==> config.mk <==
export PLATFORM = sky130hd
export DESIGN_NAME = cx_addr_gen
export DESIGN_NICKNAME = d
export VERILOG_FILES = /design/src/rtl/cx_pkg.sv /design/src/rtl/cx_low_lut.sv /design/src/rtl/cx_stride_mul.sv /design/src/rtl/cx_addr_gen.sv
export SDC_FILE = /design/constraint.sdc
export NUM_CORES = 1
export LEC_CHECK = 0
export ABC_AREA = 1
export BUFFER_PORTS_ARGS = -buffer_cell sky130_fd_sc_hd__clkbuf_2
export CAP_MARGIN = 20
export CORE_ASPECT_RATIO = 2
export CORE_UTILIZATION = 50
export CTS_CLUSTER_SIZE = 16
export DETAILED_ROUTE_END_ITERATION = 12
export MAX_ROUTING_LAYER = met4
export PLACE_DENSITY = 0.75
export SLEW_MARGIN = 20
export SYNTH_ARGS = -nofsm -noshare
export SYNTH_HDL_FRONTEND = slang
export SYNTH_SLANG_ARGS = --single-unit
==> constraint.sdc <==
create_clock -name clk -period 0.8 [get_ports clk]
set_input_delay 0.08 -clock clk [delete_from_list [all_inputs] [get_ports clk]]
set_output_delay 0.08 -clock clk [all_outputs]
set_load 0.01 [all_outputs]
==> src/rtl/cx_pkg.sv <==
package cx_pkg;
   localparam int UNITS_PER_LINE = 16;
   localparam int LINE_SHIFT     = 4;

   // Offset (in 12-bit units) of slot k inside a block: line-in-block
   // weighted by a full line, plus slot-in-line weighted by element size.
   function automatic int slot_offset(int k, int per_line, int elem_units);
      return (k / per_line) * UNITS_PER_LINE + (k % per_line) * elem_units;
   endfunction
endpackage

==> src/rtl/cx_low_lut.sv <==
module cx_low_lut #(
   parameter int LOW_BITS   = 5,
   parameter int PER_LINE   = 3,
   parameter int ELEM_UNITS = 5,
   parameter int OFF_W      = 8
) (
   input  logic [LOW_BITS-1:0] low_idx,
   output logic [OFF_W-1:0]    offset
);
   localparam int DEPTH = 1 << LOW_BITS;

   logic [OFF_W-1:0] table_w [DEPTH];

   generate
      for (genvar g = 0; g < DEPTH; g++) begin : g_entry
         assign table_w[g] = OFF_W'(cx_pkg::slot_offset(g, PER_LINE, ELEM_UNITS));
      end
   endgenerate

   assign offset = table_w[low_idx];
endmodule

==> src/rtl/cx_stride_mul.sv <==
module cx_stride_mul #(
   parameter int IN_W   = 31,
   parameter int FACTOR = 11,
   parameter int OUT_W  = 35
) (
   input  logic [IN_W-1:0]  blk,
   output logic [OUT_W-1:0] prod
);
   localparam int FBITS = $clog2(FACTOR + 1);

   logic [OUT_W-1:0] term [FBITS];

   generate
      for (genvar g = 0; g < FBITS; g++) begin : g_term
         if (((FACTOR >> g) & 1) == 1) begin : g_on
            assign term[g] = OUT_W'(blk) << g;
         end else begin : g_off
            assign term[g] = '0;
         end
      end
   endgenerate

   always_comb begin
      prod = '0;
      for (int t = 0; t < FBITS; t++) prod = prod + term[t];
   end
endmodule

==> src/rtl/cx_addr_gen.sv <==
module cx_addr_gen #(
   parameter int IDX_W         = 36,
   parameter int WIDE_LOW_BITS = 5,
   parameter int WIDE_PER_LINE = 3,
   parameter int WIDE_UNITS    = 5,
   parameter int WIDE_LINES    = 11,
   parameter int NARR_LOW_BITS = 6,
   parameter int NARR_PER_LINE = 5,
   parameter int NARR_UNITS    = 3,
   parameter int NARR_LINES    = 13,
   localparam int DISP_W       = IDX_W + 3,
   localparam int LINE_W       = DISP_W - cx_pkg::LINE_SHIFT
) (
   input  logic              clk,
   input  logic              rst_n,
   input  logic              in_valid,
   input  logic [IDX_W-1:0]  in_index,
   input  logic              in_wide,
   output logic              out_valid,
   output logic [DISP_W-1:0] out_disp,
   output logic [LINE_W-1:0] out_line,
   output logic [3:0]        out_unit
);
   localparam int OFF_W    = 8;
   localparam int WBLK_W   = IDX_W - WIDE_LOW_BITS;
   localparam int NBLK_W   = IDX_W - NARR_LOW_BITS;

   generate
      if (IDX_W < 8) begin : g_chk_w
         $error("IDX_W too small");
      end
      if (WIDE_PER_LINE * WIDE_UNITS > cx_pkg::UNITS_PER_LINE - 1 ||
          NARR_PER_LINE * NARR_UNITS > cx_pkg::UNITS_PER_LINE - 1) begin : g_chk_fit
         $error("elements overflow a line");
      end
      if (WIDE_LINES * WIDE_PER_LINE < (1 << WIDE_LOW_BITS) ||
          NARR_LINES * NARR_PER_LINE < (1 << NARR_LOW_BITS)) begin : g_chk_blk
         $error("block too short for its slots");
      end
      if (WIDE_LINES > 15 || NARR_LINES > 15) begin : g_chk_stride
         $error("line stride exceeds displacement width");
      end
   endgenerate

   logic [OFF_W-1:0]  off_w, off_n;
   logic [LINE_W-1:0] prod_w, prod_n;
   logic [DISP_W-1:0] disp_w, disp_n, disp_d;

   cx_low_lut #(.LOW_BITS(WIDE_LOW_BITS), .PER_LINE(WIDE_PER_LINE),
                .ELEM_UNITS(WIDE_UNITS), .OFF_W(OFF_W)) u_lut_wide (
      .low_idx(in_index[WIDE_LOW_BITS-1:0]), .offset(off_w));

   cx_low_lut #(.LOW_BITS(NARR_LOW_BITS), .PER_LINE(NARR_PER_LINE),
                .ELEM_UNITS(NARR_UNITS), .OFF_W(OFF_W)) u_lut_narr (
      .low_idx(in_index[NARR_LOW_BITS-1:0]), .offset(off_n));

   cx_stride_mul #(.IN_W(WBLK_W), .FACTOR(WIDE_LINES), .OUT_W(LINE_W)) u_mul_wide (
      .blk(in_index[IDX_W-1:WIDE_LOW_BITS]), .prod(prod_w));

   cx_stride_mul #(.IN_W(NBLK_W), .FACTOR(NARR_LINES), .OUT_W(LINE_W)) u_mul_narr (
      .blk(in_index[IDX_W-1:NARR_LOW_BITS]), .prod(prod_n));

   assign disp_w = {prod_w, 4'b0000} + DISP_W'(off_w);
   assign disp_n = {prod_n, 4'b0000} + DISP_W'(off_n);
   assign disp_d = in_wide ? disp_w : disp_n;

   logic wide_q;

   always_ff @(posedge clk or negedge rst_n) begin
      if (!rst_n) begin
         out_valid <= 1'b0;
         out_disp  <= '0;
         wide_q    <= 1'b0;
      end else begin
         out_valid <= in_valid;
         if (in_valid) begin
            out_disp <= disp_d;
            wide_q   <= in_wide;
         end
      end
   end

   assign out_line = out_disp[DISP_W-1:cx_pkg::LINE_SHIFT];
   assign out_unit = out_disp[3:0];

   AST_VALID_LATENCY: assert property (@(posedge clk) disable iff (!rst_n)
      in_valid |=> out_valid);
   AST_NO_SPURIOUS: assert property (@(posedge clk) disable iff (!rst_n)
      !in_valid |=> !out_valid);
   AST_HOLD_IDLE: assert property (@(posedge clk) disable iff (!rst_n)
      !in_valid |=> $stable(out_disp));
   AST_NO_STRADDLE: assert property (@(posedge clk) disable iff (!rst_n)
      out_valid |-> ({1'b0, out_unit} + (wide_q ? 5'(WIDE_UNITS) : 5'(NARR_UNITS))) <= 5'd15);
   AST_WIDE_BLOCK_START: assert property (@(posedge clk) disable iff (!rst_n)
      (in_valid && in_wide && in_index[WIDE_LOW_BITS-1:0] == '0) |=> out_unit == 4'd0);
   AST_NARR_BLOCK_START: assert property (@(posedge clk) disable iff (!rst_n)
      (in_valid && !in_wide && in_index[NARR_LOW_BITS-1:0] == '0) |=> out_unit == 4'd0);
endmodule

# After elaboration in Yosys (flattened, before gate mapping)

Memories as Yosys holds them, arrays and structs flattened.
Index checks and enable logic that the tools add are counted.

Memories kept: 2
Output and inout port bits: 79
ROM bits: 768
Register bits after elaboration: 40
Input port bits: 40
Word-level logic and storage cells: 19

Bitwise gates (word level): 2
$lt $le $gt $ge: 2
Mux-type cells: 5
$add $sub $neg: 6

Memories:

| memory          | words | bits a word | read ports | clocked after memory_dff | write ports | RTL line         | RTL |
|---|---|---|---|---|---|---|---|
| (no name shown) | 64    | 8           | 1          | 0                        | 0           | cx_low_lut.sv:20 | `assign offset = table_w[low_idx];` |
| (no name shown) | 32    | 8           | 1          | 0                        | 0           | cx_low_lut.sv:20 |  |

Operators with widths:

| cell                                                     | count |
|---|---|
| 39-bit by 8-bit adder with 39-bit output                 | 2 |
| 39-bit 2-to-1 mux                                        | 1 |
| 33-bit by 34-bit adder with 35-bit output                | 1 |
| 33-bit by 33-bit adder with 34-bit output                | 1 |
| 30-bit by 32-bit adder with 33-bit output                | 1 |
| 31-bit by 32-bit adder with 33-bit output                | 1 |
| 8-bit 2-to-1 mux                                         | 4 |
| 7-bit greater-or-equal comparator, second input constant | 1 |
| 6-bit inverter with 7-bit output                         | 1 |
| 6-bit greater-or-equal comparator, second input constant | 1 |
| 5-bit inverter with 6-bit output                         | 1 |

# Logic depth before layout (Yosys ltp)

Gate-level depths: netlist (run 1).

Depth after elaboration: 6
Mapped depth: 28
Gate-level depth less buffers: 28

# Cells and area by module

From an unflattened synthesis (run 1), not the netlist that was laid out.

Cell total of the unflattened synthesis: 2827
Area total of the unflattened synthesis: 14705.4 sq um

Modules (own cells, without submodules):

| module                     | area each (sq um) | times used | sequential area each (sq um) | cells each |
|---|---|---|---|---|
| cx_stride_mul (u_mul_wide) | 4593.2            | 1          | 0.0                          | 938 |
| cx_stride_mul (u_mul_narr) | 4555.6            | 1          | 0.0                          | 902 |
| cx_addr_gen                | 4536.9            | 1          | 1001.0                       | 793 |
| cx_low_lut (u_lut_narr)    | 670.6             | 1          | 0.0                          | 130 |
| cx_low_lut (u_lut_wide)    | 349.1             | 1          | 0.0                          | 64 |

# Least setup slack after synthesis (run 1)

Ideal clock, no wire load.

Kind: input-to-reg
Start: in in_index[3]
End: reg out_disp[36]
Setup time: 0.116 ns
Buffers on the path: 1
Stages: 23
Data required time: 0.684 ns
Path slack: -2.243 ns
Arrival time: 2.926 ns
Cells stage by stage: clkbuf_1 -> inv_1 -> nor2_1 -> inv_1 -> a31oi_1 -> inv_1 -> fa_1 -> nor2_1 -> nor2_1 -> nor2_1 -> nand2_2 -> nor2_2 -> nand2_1 -> nor2_4 -> nand3_2 -> clkinv_2 -> nand2_1 -> nor2_2 -> nand3_1 -> nand3_1 -> nand2_1 -> nand2_1 -> nand2_1

Word-level cells in the longest chain between the ends: 6
Elaborated cells between the ends (all ways): 11
Classes of those cells: 2 x add/sub; 5 x mux; 2 x bitwise; 2 x memory

RTL lines:

| element                                                                                                           | RTL line                             | RTL |
|---|---|---|
| start, declared                                                                                                   | cx_addr_gen.sv:17                    | `input logic [IDX_W-1:0] in_index,` |
| 6-bit inverter with 7-bit output (not written as such) / 5-bit inverter with 6-bit output (equally long branches) | cx_low_lut.sv:20                     |  |
| memory 64 x 8 bit / memory 32 x 8 bit (equally long branches)                                                     | --                                   |  |
| 8-bit 2-to-1 mux (not written as such) (2 in series)                                                              | cx_low_lut.sv:20                     |  |
| 39-bit by 8-bit adder with 39-bit output, on equally long branches                                                | cx_addr_gen.sv:64, cx_addr_gen.sv:63 |  |
| 39-bit 2-to-1 mux *                                                                                               | cx_addr_gen.sv:65                    | `assign disp_d = in_wide ? disp_w : disp_n;` |
| end signal, assigned                                                                                              | cx_addr_gen.sv:77                    | `out_disp <= disp_d;` |
| end, declared                                                                                                     | cx_addr_gen.sv:20                    | `output logic [DISP_W-1:0] out_disp,` |

Every way passes the cells marked *; elsewhere a longest branch is shown, timed or not. The select of a mux whose other input is x is not followed.
A chain may end at the register's enable or synchronous reset.

# Worst setup path after layout (run 1)

Start: in in_index[4]
End: reg out_disp[14]

Same word-level chain as after synthesis.

==> results of run 1 <==
[kinds of logic after synthesis]
| kind of cell | share of synthesized area |
|---|---|
| AO/OA/AOI/OAI | 0.09479 |
| XOR/XNOR | 0.01163 |
| buffers and inverters | 0.1518 |
| flip-flops | 0.09125 |
| AND/OR/NAND/NOR | 0.4527 |
| adder cells (fa/ha/maj) | 0.1978 |
[how the worst max path moves through the flow]
stage | from | end | slack (ns)
6_report | in_index[4] | out_disp[14] | -2.53
5_1_grt | in_index[4] | out_disp[18] | -2.85
4_1_cts | in_index[8] | out_disp[30] | -2.17
3_5_place_dp | in_index[1] | out_disp[32] | -2.75
3_3_place_gp | in_index[1] | out_disp[36] | -2.68
2_1_floorplan | in_index[5] | out_disp[30] | -2.18
[power breakdown]
group	switching [µW]	internal (µW)	leakage [µW]
clock	909	1480	0.0000804
sequential	468	2500	0.000471
combinational	16800	11500	0.00862
[synthesized netlist by cell type, types with 12 or more instances]
cell type	count
buf_4	41
nor2_1	169
nor3_1	13
nand2_2	25
nand4_1	22
nor2_4	12
dfrtp_1	40
nand3b_1	13
inv_1	322
nor2_2	22
clkbuf_1	14
ha_1	79
inv_2	12
nand2_1	690
fa_1	59
a21oi_1	76
o21ai_0	55
a31oi_1	19
nand3_1	140
[layer usage]
layer | track usage | vias to the layer above
met5 | - | -
met4 | 0.4870 | 0
met3 | 0.1379 | 446
met2 | 0.7655 | 805
met1 | 0.3916 | 6827
li1 | - | 6932
[final cells by class]
class                           count  area (µm²)  area share
Antenna cell                        1       2.502   0.0001488
Clock buffer                        5       125.1    0.007440
Clock inverter                      3       46.29    0.002753
Inverter                          339        1313     0.07804
Multi-Input combinational cell   1472        9717      0.5778
Sequential cell                    40        1001     0.05952
Tap cell                          273       341.6     0.02031
Timing Repair Buffer              548        4272      0.2540
[state kept, by name (all words and copies together) (netlist names)]
name       flops
out_disp      39
out_valid      1
[worst max-delay path, cell delays in order]
cell and delay (ns):
buf_8 0.10, buf_6 0.12, nor2_4 0.41, inv_1 0.14
buf_4 0.19, o221ai_2 0.19, a21oi_2 0.10, ha_4 0.18
fa_2 0.40, nand2_2 0.11, o21ai_2 0.09, nand3_2 0.13
nor2_4 0.05, nand2_2 0.11, buf_4 0.13, nor2_1 0.05
buf_4 0.13, a21oi_1 0.12, o21ai_0 0.38, a31oi_1 0.30
[repair_timing]
action,in CTS,in global routing
hold buffers,1,0
setup endpoints to repair,118,118
resized for setup,229,177
buffers inserted,27,38
endpoints found under the hold margin,40,0
gates cloned,0,0
pin swaps,88,71
[stage by stage]
stage	std cells	hold slack [ns]	power, µW
CTS	2645	0.2534	30090
global placement	2611	0.06343	25250
detailed placement	2611	0.08119	25690
global route	2681	0.2807	35810
floorplan	1911	-0.2156	15360
finish	2681	0.2763	33730
[cell usage in the layout (no fill, tap or decap), drive strengths merged]
cell	netlist	final
a221oi	1	1
o311ai	1	1
dfrtp	40	40
nor2	204	204
o21ai	62	62
a21boi	1	1
xor2	8	8
a31oi	19	19
nand2	720	720
clkbuf	14	108
o211ai	5	5
xnor2	4	4
inv	334	334
o2111ai	1	1
and2	9	9
o31ai	2	2
a211oi	1	1
o221ai	7	7
clkinv	5	5
nand4	23	23
a21oi	78	78
bufinv	0	1
nor3	16	16
o21bai	3	3
a2111oi	1	1
and3	3	3
clkinvlp	0	2
dlygate4sd3	0	1
diode	0	1
fa	59	59
ha	79	79
nand3b	13	13
o21a	1	1
o221a	1	1
buf	46	444
nand3	150	150
==> impl_results.rst, run 1 <==
.. list-table::
   :header-rows: 1

   * - Metric
     - Value
   * - Result of the run
     - finished with violations
   * - Violated checks
     - setup timing
   * - Max-slew violation total from the final report
     - 0
   * - WL final
     - ~54000 µm
   * - Async SR Flop Fraction
     - 1.000
   * - Hpwl dp
     - ~37000 µm
   * - Data arrival time of the critical path
     - approximately 3.5 ns
   * - Capturing point of the worst reg2reg path
     - out_disp[8]
   * - Iteration-0 DRC count of the detailed router
     - 1329
   * - Utilization after layout
     - 0.7825
   * - Hold Crit Endpoint
     - out_valid
   * - Height of the die
     - between 200 and 250 µm
   * - Crit path required time
     - around 1.0 ns
   * - Worst R2R Setup Slack
     - -0.11 ns
   * - Drt via density
     - 5.599
   * - Path class of the lowest-slack min-delay path
     - input pin to register
   * - Static leakage power
     - slightly above 0.009 µW
   * - Count of maximum capacitance violations
     - 0
   * - Ys flop type
     - dfrtp_1
   * - Cell type with the highest aggregate area in the netlist
     - nand2_1
   * - Pwr dens
     - roughly 2000 nW/µm²
   * - Antenna violations before repair
     - 1
   * - Highest net fanout along the worst path
     - 4
   * - Final critical-path setup slack
     - -2.533 ns
   * - Total non-filler cell area in the finished layout
     - about 17000 µm²
   * - Count of state elements after synthesis
     - 40
   * - Worst slew slack as a fraction of its limit
     - 0.3286
   * - Setup repair after global routing missed its margin
     - yes
   * - Total count of hold-check failures in the final report
     - 0
   * - Clock transition at the registers of the reported paths
     - roughly 0.07 ns
   * - Fin crit share
     - 4.167
   * - Clock sink total
     - 40
   * - Synth top area share
     - 0.2361
   * - First-pass GRT wire length
     - 76360 µm
   * - Count of TritonRoute iterations in the first routing pass
     - 9
   * - Met1 Routed Length
     - around 17000 µm
   * - Top layer in use
     - met4
   * - Weighted congestion at the end of routability-driven global placement
     - between 1 and 1.5
   * - TritonCTS clock tree
     - done
   * - Part of the Yosys area used for sequential elements
     - 0.09125
   * - DIE AREA
     - around 23000 µm²
   * - Mean instance size in the synthesized netlist
     - roughly 5.7 µm²
   * - Cells after synthesis
     - roughly 1900
   * - Crit Path Class
     - input pin to register
   * - Combined global-route utilization of all metal layers
     - 0.4619
   * - Startpoint of the most critical register-to-register path
     - out_disp[8]
   * - Via count of the first global-routing pass
     - around 15000
   * - Setup violations, final
     - around 120
   * - Number of H-tree branching levels
     - 2
   * - Setup TNS
     - -89.38 ns
   * - Total number of placement rows
     - 76
   * - Number of different library cells in the post-synthesis netlist
     - 50
   * - Initial standard-cell utilization of the core
     - 0.5104
   * - Cell at the root of the clock tree
     - clkbuf_16
   * - Synth area leaders
     - nand2_1 (24%), inv_1 (11%), fa_1 (11%), dfrtp_1 (9.1%), ha_1 (9.0%)
   * - Clock tree skew after final layout
     - 0 ns
   * - Number of enable flip-flop cells after synthesis
     - 0
   * - Category of the worst setup path capture point
     - register
   * - Share of post-route cells with drive strength above 1
     - 0.3747
   * - Post-placement setup slack
     - -2.749 ns
   * - Hold Path Origin
     - in_valid
   * - Maximum clock frequency
     - between 300 and 400 MHz
   * - Detail-routed net length per standard cell
     - between 20 and 25 µm
   * - Shortest period the worst path allows
     - 3.333 ns
   * - Clock tree buffer depth
     - 2
   * - Detailed route wirelength on metal3
     - 4925 µm
   * - Total clock buffers created by CTS
     - 5
   * - Net count, final
     - between 2000 and 3000
   * - Synthesized cell area
     - ~11000 µm²
   * - Net count after synthesis
     - 2089
   * - Cells on worst reg2reg path
     - 3
   * - Worst Setup Start Kind
     - input pin
   * - Routed met2 length
     - ~25000 µm
   * - Layout fillers
     - approximately 1600
   * - Synth Warn #
     - 0
   * - Signed area change from the synthesized netlist to the final layout
     - 53.31%
   * - Number of top-level design ports
     - roughly 120
   * - Maximum number of pins on one net before global-route repair
     - 41
   * - Core Box Area
     - between 20000 and 25000 µm²
   * - Remaining global-route overflow
     - 0
   * - Placed cell area
     - approximately 15000 µm²
   * - Port Buffer Count
     - ~120
   * - Via Count
     - 15010
   * - Later-pin clock latency in the skew report
     - between 0.2 and 0.3 ns
   * - Horizontal die dimension
     - between 100 and 150 µm
   * - Remaining number of nets flagged by the antenna check after routing
     - 0
   * - Number of DRC violations after detailed routing
     - 0
   * - Worst voltage drop across the vdd grid
     - about 0.0014 V
   * - Hold Path Depth
     - 3
   * - Worst Max-Slew Pin Slew
     - approximately 1.0 ns
No activity file was read; power rests on OpenSTA's default activity.
==> inputs of run 2 (changes only) <==
--- a/config.mk
+++ b/config.mk
@@ -5,15 +5,15 @@
 export SDC_FILE = /design/constraint.sdc
 export NUM_CORES = 1
 export LEC_CHECK = 0
-export ABC_AREA = 1
 export BUFFER_PORTS_ARGS = -buffer_cell sky130_fd_sc_hd__clkbuf_2
 export CAP_MARGIN = 20
 export CORE_ASPECT_RATIO = 2
 export CORE_UTILIZATION = 50
 export CTS_CLUSTER_SIZE = 16
 export DETAILED_ROUTE_END_ITERATION = 12
+export GPL_ROUTABILITY_DRIVEN = 0
 export MAX_ROUTING_LAYER = met4
-export PLACE_DENSITY = 0.75
+export PLACE_DENSITY = 0.76
 export SLEW_MARGIN = 20
 export SYNTH_ARGS = -nofsm -noshare
 export SYNTH_HDL_FRONTEND = slang
==> run 2 against run 1 <==
  * The run now fails in global routing
  * Synthesized area down 13%
  * Synthesized cell count down 38%
==> impl_results.rst, run 2 <==
.. list-table::
   :header-rows: 1

   * - Metric
     - Value
   * - Result of the run
     - did not finish
   * - Stopping stage
     - global routing
   * - Error that stopped the run
     - [ERROR GRT-0116] Global routing finished with congestion. Check the congestion regions in the DRC Viewer.
   * - First-pass GRT wire length
     - between 80000 and 90000 µm
   * - Synthesized cell area
     - about 9600 µm²
   * - Height of the die
     - around 200 µm
   * - Synth area leaders
     - fa_1 (12%), dfrtp_1 (10%), ha_1 (10%), a21oi_1 (5.1%), xnor2_1 (5.0%)
   * - Most frequent cells after synthesis
     - nand2_1 (103), nor2_1 (102), a21oi_1 (98)
   * - Mean instance size in the synthesized netlist
     - between 8 and 9 µm²
   * - Horizontal die dimension
     - between 90 and 100 µm
   * - Most numerous cell in the Yosys netlist
     - nand2_1
   * - Async SR Flop Fraction
     - 1.000
   * - Number of placed instances with taps included
     - 1884
   * - Clock sink total
     - 40
   * - Number of enable flip-flop cells after synthesis
     - 0
   * - Port Buffer Count
     - between 100 and 150
   * - Number of top-level design ports
     - around 120
   * - Cell type with the highest aggregate area in the netlist
     - fa_1
   * - Remaining global-route overflow
     - around 130
   * - Count of state elements after synthesis
     - 40
   * - Combined global-route utilization of all metal layers
     - 0.6057
   * - Ys flop type
     - dfrtp_1
   * - Cells after synthesis
     - 1186
   * - Part of the Yosys area used for sequential elements
     - 0.1047
   * - Net count after synthesis
     - roughly 1400
   * - Via count of the first global-routing pass
     - approximately 15000
   * - Maximum number of pins on one net before global-route repair
     - 41
   * - Number of different library cells in the post-synthesis netlist
     - 105
   * - Initial standard-cell utilization of the core
     - 0.5099
   * - Synth top area share
     - 0.1236
   * - Number of H-tree branching levels
     - 2
   * - Clock tree buffer depth
     - 2
   * - Cell at the root of the clock tree
     - clkbuf_16
   * - Total clock buffers created by CTS
     - 5
   * - Synth Warn #
     - 0
   * - Total number of placement rows
     - between 70 and 80
   * - Hpwl dp
     - 29520 µm
==> run 2: changes by cell type after synthesis, moves of 25 or more <==
| cell | change |
|---|---|
| nand2_1 | -587 |
| inv_1 | -290 |
| nand3_1 | -109 |
| nor2_1 | -67 |
| xnor2_1 | +51 |
| xor2_1 | +30 |
| nand2_2 | -25 |
==> run 2: metrics by stage <==
step,setup TNS (ns),setup slack (ns),cell area (µm²),utilization
after floorplan,-79.60,-2.761,9809,-
after global placement,-96.06,-3.146,13350,0.7120
after detailed placement,-99.44,-3.286,13350,0.7120
after CTS,-93.41,-2.804,14820,0.7905
==> run 2: metal layers <==
layer  GRT usage  overflow
met5           -         -
met4      0.6683        39
met3      0.3804         2
met2      0.8235        89
met1      0.5318         1
==> run 2: timing repair <==
action	CTS
hold buffers	1
resized for setup	198
pin swaps	116
setup endpoints to repair	118
buffers inserted	50
hold endpoints to repair	40
==> run 2: cells by family after synthesis <==
| logic type | synth area share |
|---|---|
| AO/OA/AOI/OAI | 0.2633 |
| XOR/XNOR | 0.08417 |
| buffers and inverters | 0.06532 |
| multiplexers | 0.02736 |
| adder cells (fa/ha/maj) | 0.2280 |
| AND/OR/NAND/NOR | 0.2271 |
| flip-flops | 0.1047 |
==> inputs of run 3 (changes only) <==
--- a/config.mk
+++ b/config.mk
@@ -7,13 +7,10 @@
 export LEC_CHECK = 0
 export BUFFER_PORTS_ARGS = -buffer_cell sky130_fd_sc_hd__clkbuf_2
 export CAP_MARGIN = 20
-export CORE_ASPECT_RATIO = 2
-export CORE_UTILIZATION = 50
-export CTS_CLUSTER_SIZE = 16
+export CORE_UTILIZATION = 35
 export DETAILED_ROUTE_END_ITERATION = 12
 export GPL_ROUTABILITY_DRIVEN = 0
-export MAX_ROUTING_LAYER = met4
-export PLACE_DENSITY = 0.76
+export PLACE_DENSITY_LB_ADDON = 0.15
 export SLEW_MARGIN = 20
 export SYNTH_ARGS = -nofsm -noshare
 export SYNTH_HDL_FRONTEND = slang
==> constraint.sdc (replaced) <==
create_clock -name clk -period 1.04 [get_ports clk]
set_input_delay 0.104 -clock clk [delete_from_list [all_inputs] [get_ports clk]]
set_output_delay 0.104 -clock clk [all_outputs]
set_load 0.01 [all_outputs]
==> run 3 against run 2 <==
  * The flow now finishes, with violations (setup timing)
  * Synthesized cell count unchanged
  * Synthesized area is the same
==> impl_results.rst, run 3 <==
.. list-table::
   :header-rows: 1

   * - Metric
     - Value
   * - Maximum number of pins on one net before global-route repair
     - ~40
   * - Total non-filler cell area in the finished layout
     - between 15000 and 20000 µm²
   * - Synthesized-area fraction occupied by and/or/nand/nor cells
     - 0.2271
   * - Antenna violations before repair
     - 0
   * - Horizontal die dimension
     - between 150 and 200 µm
   * - Fin crit share
     - 3.454
   * - Static leakage power
     - approximately 0.007 µW
   * - Share of post-route cells with drive strength above 1
     - 0.4887
   * - Ant. Diodes
     - 0
   * - Share of total power in sequential cells
     - 0.100
   * - Xor and xnor fraction of the mapped netlist area
     - 0.08417
   * - Final critical-path setup slack
     - -2.552 ns
   * - Detail-routed net length per standard cell
     - approximately 16 µm
   * - Total count of hold-check failures in the final report
     - 0
   * - Hpwl dp
     - 26100 µm
   * - Fraction of power spent switching nets
     - 0.4554
   * - Synth top area share
     - 0.1236
   * - Hold Path Origin
     - in_valid
   * - WL final
     - around 32000 µm
   * - Number of H-tree branching levels
     - 2
   * - Height of the die
     - between 150 and 200 µm
   * - Crit-path max cell delay
     - 0.54 ns
   * - Layout fillers
     - around 2400
   * - Count of maximum capacitance violations
     - 0
   * - Adder-Cell Fraction of Synth Area
     - 0.2280
   * - Via Count
     - approximately 11000
   * - Violated checks
     - setup timing
   * - Result of the run
     - finished with violations
   * - Remaining global-route overflow
     - 0
   * - Clock sink total
     - 40
   * - Async SR Flop Fraction
     - 1.000
   * - DIE AREA
     - around 28000 µm²
   * - Cell type with the highest aggregate area in the netlist
     - fa_1
   * - Crit path required time
     - around 1.2 ns
   * - Internal power summed over all cells
     - 13410 µW
   * - Total clock buffers created by CTS
     - 5
   * - Register cell area after layout
     - between 1000 and 1500 µm²
   * - Launching element of the worst setup path
     - in_index[7]
   * - Register with the most flip-flops
     - out_disp
   * - Setup violations, final
     - 39
   * - Via count of the first global-routing pass
     - just over 10000
   * - Synth Warn #
     - 0
   * - Highest net fanout along the worst path
     - 4
   * - Synth area leaders
     - fa_1 (12%), dfrtp_1 (10%), ha_1 (10%), a21oi_1 (5.1%), xnor2_1 (5.0%)
   * - Port Buffer Count
     - ~120
   * - Signed area change from the synthesized netlist to the final layout
     - 59.72%
   * - First-pass GRT wire length
     - around 52000 µm
   * - Worst Setup Start Kind
     - input pin
   * - Shortest period the worst path allows
     - about 3.6 ns
   * - Number of placed instances with taps included
     - 1968
   * - Number of flip-flops under the largest register name
     - 39
   * - Synth Area in Compound Gates
     - 0.2633
   * - Count of state elements after synthesis
     - 40
   * - Clock tree buffer depth
     - 2
   * - Most frequent cells after synthesis
     - nand2_1 (103), nor2_1 (102), a21oi_1 (98)
   * - Cell at the root of the clock tree
     - clkbuf_16
   * - Clock transition at the registers of the reported paths
     - roughly 0.07 ns
   * - Worst voltage drop across the vdd grid
     - roughly 0.00076 V
   * - Multi-input logic area
     - 9211 µm²
   * - Initial standard-cell utilization of the core
     - 0.3556
   * - Path class of the lowest-slack min-delay path
     - input pin to register
   * - Crit Path Class
     - input pin to register
   * - Cell-by-cell trace of the critical path
     - buf_8 > buf_6 > fa_1 > inv_2 > fa_2 > inv_2 > ha_4 > o21ai_4 > a21oi_2 > or4b_4 > or2_4 > nor3_4 > nand3_2 > or4_4 > a21oi_2 > o2bb2ai_1
   * - Maximum clock frequency
     - between 200 and 300 MHz
   * - Pwr dens
     - around 1600 nW/µm²
   * - Most numerous cell in the Yosys netlist
     - nand2_1
   * - Mux contribution to synthesized area
     - 0.02736
   * - Most common cell after layout, fill and taps aside
     - buf_4
   * - Data arrival time of the critical path
     - about 3.8 ns
   * - Clock tree skew after final layout
     - 0 ns
   * - Post-placement setup slack
     - -3.012 ns
   * - Worst slew slack as a fraction of its limit
     - 0.6726
   * - Fraction of power consumed by combinational cells
     - 0.825
   * - Ys flop type
     - dfrtp_1
   * - Setup TNS
     - -73.57 ns
   * - Most frequent cells in the layout
     - buf_4 (413), clkbuf_2 (103), nand2_1 (98)
   * - Net count, final
     - 1855
   * - Part of the Yosys area used for sequential elements
     - 0.1047
   * - Net count after synthesis
     - around 1400
   * - Max-slew violation total from the final report
     - 0
   * - Placed cell area
     - between 10000 and 15000 µm²
   * - Setup repair after global routing missed its margin
     - yes
   * - Switching power total
     - about 11000 µW
   * - TritonCTS clock tree
     - done
   * - Synthesized cell area
     - roughly 9600 µm²
   * - Later-pin clock latency in the skew report
     - between 0.2 and 0.3 ns
   * - Drt via density
     - 5.273
   * - Combined global-route utilization of all metal layers
     - 0.2263
   * - Iteration-0 DRC count of the detailed router
     - roughly 500
   * - Count of TritonRoute iterations in the first routing pass
     - 5
   * - Category of the worst setup path capture point
     - register
   * - Combinational family with the most area after synthesis
     - compound AO/OA/AOI/OAI gates
   * - Cells after synthesis
     - 1186
   * - Number of DRC violations after detailed routing
     - 0
   * - Number of top-level design ports
     - 119
   * - Startpoint of the most critical register-to-register path
     - out_disp[25]
   * - Core Box Area
     - roughly 27000 µm²
   * - Mean instance size in the synthesized netlist
     - ~8 µm²
   * - Critical path's slowest cell
     - fa_1
   * - Number of different library cells in the post-synthesis netlist
     - between 100 and 150
   * - Total power consumption of the routed design
     - roughly 25000 µW
   * - Registers with the most flip-flops
     - out_disp x39, out_valid x1
   * - Relative contribution of the clock network to total power
     - 0.076
   * - Number of enable flip-flop cells after synthesis
     - 0
   * - Worst Max-Slew Pin Slew
     - ~0.5 ns
   * - Final non-filler cell total
     - between 2000 and 2500
   * - Remaining number of nets flagged by the antenna check after routing
     - 0
   * - Total number of placement rows
     - 60
## run 3: cell counts after synthesis
No cell type changed its count.
## run 3: path summary, 6_finish.rpt
| path | end | slack (ns) | depth (start not counted) |
|---|---|---|---|
| max | out_disp[28] | -2.55 | 16 |
| min in group asynchronous | out_disp[5] | 0.32 | 3 |
| max reg2reg | out_disp[25] | 0.20 | 2 |
| min | out_valid | 0.13 | 2 |
| max in group asynchronous | out_disp[37] | 0.50 | 3 |
| min reg2reg | out_disp[22] | 0.50 | 1 |
## run 3: kinds of logic after synthesis
logic type / count (synthesis)
AO/OA/AOI/OAI: 363
XOR/XNOR: 91
adder cells (fa/ha/maj): 139
buffers and inverters: 119
flip-flops: 40
multiplexers: 24
AND/OR/NAND/NOR: 410
## run 3: what timing repair did
item                                    CTS  global route
gates resized for setup                 171           116
hold endpoints to repair                 40             0
hold buffers                              1             0
setup buffers                            26            22
pin swaps                               108           112
endpoints found under the setup margin   39            39
## run 3: per-layer routing
layer	track usage	up-vias	routed length [µm]
met4	0.03710	0	337
met1	0.3266	5098	15960
met3	0.008745	25	687
met5	0	-	0
li1	-	5327	-
met2	0.3795	197	14820
## run 3: layout make-up
type | instances | area share
clock buffer | 5 | 0.008196
clock inverter | 3 | 0.003033
inverter | 33 | 0.009425
multi-input combinational | 1027 | 0.6034
sequential | 40 | 0.06557
tap | 341 | 0.02795
timing repair buffer | 570 | 0.2824
## run 3: critical path, delay by kind of cell
family	cells	cell delay, ns
AOI/OAI and AO/OA	4	0.44
buffers and inverters	4	0.33
and+or+nand+nor	5	1.54
adders and majority gates	3	1.34
## run 3: power by group through the flow
stage / clock [µW] / sequential, µW / combinational, µW
detailed placement: 0 / 2470 / 17400
global route: 1950 / 2520 / 22000
floorplan: 0 / 2590 / 9640
finish: 1870 / 2450 / 20300
CTS: 1890 / 2450 / 19000
global placement: 0 / 2450 / 17200
## run 3: through the flow
step | hold WS (ns) | util
2_1_floorplan | -0.1916 | -
3_3_place_gp | 0.1051 | 0.4982
3_5_place_dp | 0.1024 | 0.4982
4_1_cts | 0.1268 | 0.5434
5_1_grt | 0.1435 | 0.5680
6_report | 0.1316 | 0.5680
